## src/rtl/ya_pkg.sv

```systemverilog
// Package: shared operation codes and flag bit positions for the YA unit.
package ya_pkg;
    typedef enum logic [2:0] {
        OP_NOP = 3'd0,
        OP_MUL = 3'd1,
        OP_SGN = 3'd2,
        OP_TST = 3'd3,
        OP_ADY = 3'd4,
        OP_XCT = 3'd5,
        OP_AAS = 3'd6,
        OP_RSV = 3'd7
    } ya_op_e;

    localparam int unsigned FLAG_W = 5;
    localparam int unsigned FN = 4;
    localparam int unsigned FV = 3;
    localparam int unsigned FT = 2;
    localparam int unsigned FZ = 1;
    localparam int unsigned FC = 0;
endpackage

```

## src/rtl/ya_mul.sv

```systemverilog
// Module: unsigned W x W multiplier built from shifted partial products.
// Assumes: purely combinational; the product is 2*W bits wide.
module ya_mul #(
    parameter int unsigned W = 8
) (
    input  logic [W-1:0]   x,
    input  logic [W-1:0]   k,
    output logic [2*W-1:0] prod
);
    localparam int unsigned PW = 2 * W;

    logic [PW-1:0] pp [W];

    genvar gi;
    generate
        for (gi = 0; gi < W; gi++) begin : g_pp
            // one partial product per multiplier bit
            assign pp[gi] = k[gi] ? (PW'(x) << gi) : '0;
        end
    endgenerate

    // sum the partial products
    always_comb begin
        prod = '0;
        for (int i = 0; i < W; i++) begin
            prod = prod + pp[i];
        end
    end
endmodule

```

## src/rtl/ya_add.sv

```systemverilog
// Module: W-bit add with carry in, giving sum, carry, overflow, sign and zero.
// Assumes: two's-complement overflow rule; combinational.
module ya_add #(
    parameter int unsigned W = 8
) (
    input  logic [W-1:0] x,
    input  logic [W-1:0] k,
    input  logic         ci,
    output logic [W-1:0] sum,
    output logic         co,
    output logic         ovf,
    output logic         neg,
    output logic         zero
);
    logic [W:0] wide;

    // form the sum and derive its flags
    always_comb begin
        wide = {1'b0, x} + {1'b0, k} + {{W{1'b0}}, ci};
        sum  = wide[W-1:0];
        co   = wide[W];
        ovf  = (x[W-1] == k[W-1]) && (wide[W-1] != x[W-1]);
        neg  = wide[W-1];
        zero = (wide[W-1:0] == '0);
    end
endmodule

```

## src/rtl/ya_nz.sv

```systemverilog
// Module: sign and zero detection over a 2*W bit pair value.
// Assumes: sign is the top bit; zero needs every bit clear.
module ya_nz #(
    parameter int unsigned W = 8
) (
    input  logic [2*W-1:0] pair,
    output logic           neg,
    output logic           zero
);
    // detect sign and zero of the pair
    always_comb begin
        neg  = pair[2*W-1];
        zero = (pair == '0);
    end
endmodule

```

## src/rtl/ya_ext_unit.sv

```systemverilog
// Module: YA extension execution unit. Selects one of the extended operations,
//         computes next A, Y, S and flags, and registers them.
// Assumes: pair is {A (high), Y (low)}; flags are {N,V,T,Z,C}; one-cycle latency;
//          synchronous active-low reset clears all outputs.
module ya_ext_unit #(
    parameter int unsigned W = 8
) (
    input  logic                      clk,
    input  logic                      rst_n,
    input  logic [2:0]                op_i,
    input  logic [W-1:0]              a_i,
    input  logic [W-1:0]              y_i,
    input  logic [W-1:0]              s_i,
    input  logic [ya_pkg::FLAG_W-1:0] flags_i,
    input  logic [W-1:0]              imm_i,
    output logic [W-1:0]              a_o,
    output logic [W-1:0]              y_o,
    output logic [W-1:0]              s_o,
    output logic [ya_pkg::FLAG_W-1:0] flags_o
);
    import ya_pkg::*;

    localparam int unsigned PW = 2 * W;

    ya_op_e              op;
    logic [PW-1:0]       prod;
    logic [PW-1:0]       nz_src;
    logic                nz_neg, nz_zero;
    logic [W-1:0]        add_sum;
    logic                add_co, add_ovf, add_neg, add_zero;
    logic [W-1:0]        a_n, y_n, s_n;
    logic [FLAG_W-1:0]   f_n;

    assign op = ya_op_e'(op_i);

    ya_mul #(.W(W)) u_mul (
        .x    (a_i),
        .k    (y_i),
        .prod (prod)
    );

    ya_add #(.W(W)) u_add (
        .x    (y_i),
        .k    (imm_i),
        .ci   (flags_i[FC]),
        .sum  (add_sum),
        .co   (add_co),
        .ovf  (add_ovf),
        .neg  (add_neg),
        .zero (add_zero)
    );

    // choose the pair that feeds sign/zero detection
    always_comb begin
        if (op == OP_SGN) begin
            nz_src = {{W{y_i[W-1]}}, y_i};
        end else begin
            nz_src = {a_i, y_i};
        end
    end

    ya_nz #(.W(W)) u_nz (
        .pair (nz_src),
        .neg  (nz_neg),
        .zero (nz_zero)
    );

    // next-state selection per operation
    always_comb begin
        a_n = a_i;
        y_n = y_i;
        s_n = s_i;
        f_n = flags_i;
        case (op)
            OP_MUL: begin
                a_n = prod[PW-1:W];
                y_n = prod[W-1:0];
            end
            OP_SGN: begin
                a_n     = {W{y_i[W-1]}};
                f_n[FN] = nz_neg;
                f_n[FZ] = nz_zero;
            end
            OP_TST: begin
                f_n[FN] = nz_neg;
                f_n[FZ] = nz_zero;
            end
            OP_ADY: begin
                y_n     = add_sum;
                f_n[FN] = add_neg;
                f_n[FV] = add_ovf;
                f_n[FZ] = add_zero;
                f_n[FC] = add_co;
            end
            OP_XCT: begin
                f_n[FC] = flags_i[FT];
                f_n[FT] = flags_i[FC];
            end
            OP_AAS: begin
                s_n = s_i + a_i;
            end
            default: begin
            end
        endcase
    end

    // register results; synchronous reset clears them
    always_ff @(posedge clk) begin
        if (!rst_n) begin
            a_o     <= '0;
            y_o     <= '0;
            s_o     <= '0;
            flags_o <= '0;
        end else begin
            a_o     <= a_n;
            y_o     <= y_n;
            s_o     <= s_n;
            flags_o <= f_n;
        end
    end
endmodule

```

## config.mk

```make
export PLATFORM = sky130hd
export DESIGN_NAME = ya_ext_unit
export DESIGN_NICKNAME = d
export VERILOG_FILES = /design/src/rtl/ya_pkg.sv /design/src/rtl/ya_mul.sv /design/src/rtl/ya_add.sv /design/src/rtl/ya_nz.sv /design/src/rtl/ya_ext_unit.sv
export SDC_FILE = /design/constraint.sdc
export NUM_CORES = 1
export LEC_CHECK = 0
export BUFFER_PORTS_ARGS = -buffer_cell sky130_fd_sc_hd__buf_2
export CAP_MARGIN = 20
export CORE_MARGIN = 8
export CORE_UTILIZATION = 25
export DETAILED_ROUTE_END_ITERATION = 6
export GPL_TIMING_DRIVEN = 0
export HOLD_SLACK_MARGIN = 0.06
export PLACE_DENSITY = 0.46
export SLEW_MARGIN = 40
export SYNTH_ARGS = -nofsm -noshare
export SYNTH_HDL_FRONTEND = slang
export SYNTH_SLANG_ARGS = --single-unit
```

## constraint.sdc

```tcl
create_clock -name clk -period 13.8 [get_ports clk]
set_input_delay 1.38 -clock clk [delete_from_list [all_inputs] [get_ports clk]]
set_output_delay 1.38 -clock clk [all_outputs]
set_load 0.05 [all_outputs]
```

==> metrics <==
fmax 0.163 GHz; most common cell after layout, fill and taps aside buf_2; unique cell type count in the Yosys netlist 61; ys flop type dfxtp_1; final hold vios 0; layout cells sized above 1 around 16%; Seq/Total Area, Yosys 14.3%; Peak VDD IR 0.0486 mV; Syn Nets roughly 620; vias per cell slightly below 5; post-route minimum period 6.12 ns; die area 0.0205 mm^2; EDFF count, synth 0; P_sw 0.000234 W; drt wl/cell ~17 um; max-slew violation count 0; first-pass GRT wire length 20.9 mm; period utilization 44.3%; Worst-path clk slew 0.06 ns; wirelength, routed about 13 mm; DP Wirelength 10.6 mm; Slew headroom 47.6%; P_int 0.000301 W; GPL Wtd Cong 0.861; Setup crit end kind flip-flop; # resized after CTS 0; top cell type by total area after synthesis fa_1; largest net degree at the start of global routing 11; Mean Syn Cell Area 8.24 um^2; switching fraction of total power 43.8%; htree depth 2; critical-path cell list buf_2, clkbuf_1, inv_1, nor2_1, fa_1, fa_1, fa_1, inv_1, fa_1, inv_1, ha_1, o21ai_0, a21oi_1, o21a_1, o21a_1, o31ai_1; hold_ws roughly 1.3 ns; Inserted Clock Buffers 5; CTS root buf clkbuf_16; number of global-route vias before repair 3898; pwr dens 111 mW/mm^2; I/O pin total 71; DRC viols 0; Iter 0 DRT Violations between 200 and 250; Worst Setup Start Kind input port; crit path max-delay cell type fa_1; setup bufs post-CTS 0; clock share of power 24.4%; die height 143 um; max_cap viols 0; global route total overflow 0; Die Wd 143 um; Hold Crit Class in2reg; placed cell areas 0.00466 mm^2; status finished clean; Post-Syn Instances 491; # rows 46; Final #Nets 694; Design Area, Final roughly 0.0048 mm^2; CTS sink cnt 29; crit path max fanout 10; Synth area leaders fa_1 20%, dfxtp_1 14%, ha_1 14%; clock buffer depth 2; most frequent cells in the layout 70 x buf_2, 52 x inv_1, 49 x nand2_1; hold buffers post-CTS 0; Ys Warns 0; worst-margin pin slew 0.785 ns; setup_tns 0 ns; final setup fails 0; P&R area growth vs syn 19.4%; RSZ-0062 raised after global routing no; Mapped Area 0.00405 mm^2; via count 3823; Initial Utilization ~26%; Buffers on Ports 68; WP depth 16; WP data required around 14 ns; first-pass detailed-route iteration total 5; worst path bufs/invs 5; CTS tree yes; flops & latches, synth 29; Crit path largest cell delay 0.55 ns; CP Class in2reg; initial antenna violation count 0; power share of the combinational group about three fifths; CP dominant cell by count fa_1; CP Data Arrival Time ~6.3 ns; ys async rst share 0%; CP top delay family adder cells; GR Util All Layers between 10% and 20%; antenna viol nets, final 0; Seq pwr share between 10% and 20%; Yosys top cell area share 20.3%; LEAKAGE 2.26 nW; core area 0.0158 mm^2; Hold Path Stages 3
power groups by stage:
| stage | sequential, W | clock [W] | combinational (W) |
|---|---|---|---|
| 3_5_place_dp | 0.0000957 | 0 | 0.000310 |
| 6_report | 0.0000937 | 0.000130 | 0.000311 |
| 5_1_grt | 0.0000944 | 0.000136 | 0.000353 |
| 4_1_cts | 0.0000940 | 0.000133 | 0.000313 |
| 2_1_floorplan | 0.000124 | 0 | 0.000205 |
| 3_3_place_gp | 0.0000955 | 0 | 0.000306 |
metrics by stage:
stage                     instances  power (W)  setup slack, ns  utilization, %
after floorplan                 491   0.000329             8.53               -
after global placement          775   0.000402             7.47            29.4
after detailed placement        775   0.000406             7.38            29.4
after CTS                       783   0.000540             7.68            30.5
after global routing            783   0.000584             7.45            30.5
final                           784   0.000535             7.68            30.5
final timing paths:
check	from	end	slack [ns]
setup / recovery	y_i[7]	a_o[3]$_SDFF_PN0_	7.68
hold / removal	flags_i[3]	flags_o[3]$_SDFF_PN0_	1.33
cell usage after synthesis (11+ instances only):
cell,instances
and2_1,43
nand2_1,49
inv_1,52
ha_1,45
o21ai_0,17
dfxtp_1,29
nor2_1,23
fa_1,41
nand3_1,11
a21oi_1,30
clkbuf_1,22
registers in the layout, summed over array words and instances, names as in the netlist:
register  count
s_o           8
flags_o       5
y_o           8
a_o           8
tightest hold or removal path: cells and delay by family:
kind,cells,cell delay (ns)
buf+inv,1,0.08
simple gates,1,0.05
compound gates,1,0.07
area by class of cell:
cell class / count / area [um^2]
Tap cell: 216 / 270
Fill cell: 1745 / 11000
Clock inverter: 1 / 30.0
Buffer: 27 / 108
Multi-Input combinational cell: 382 / 3160
Inverter: 53 / 199
Timing Repair Buffer: 68 / 340
Clock buffer: 7 / 143
Sequential cell: 29 / 581
Antenna cell: 1 / 2.50
kinds of logic (layout without fill, tap and decap cells):
| logic type | after synthesis | in the layout | share of synthesized area [%] |
|---|---|---|---|
| and+or+nand+nor | 175 | 175 | 23.1 |
| AOI/OAI and AO/OA | 110 | 110 | 18.3 |
| adders and majority gates | 86 | 86 | 34.2 |
| buffers and inverters | 80 | 156 | 7.58 |
| DFF | 29 | 29 | 14.3 |
| xor gates and xnor gates | 9 | 9 | 1.95 |
| muxes | 2 | 2 | 0.495 |
| other | 0 | 1 | 0 |
routing by layer:
layer  track usage, %  up-vias  share of wire [%]
li1                 -     1832                  -
met1             17.5     1862                 47
met2             20.9      120                 45
met3             3.64        9                7.4
met4             2.32        0               0.70
met5                0        -                  0
No activity file was read; power rests on OpenSTA's default activity.
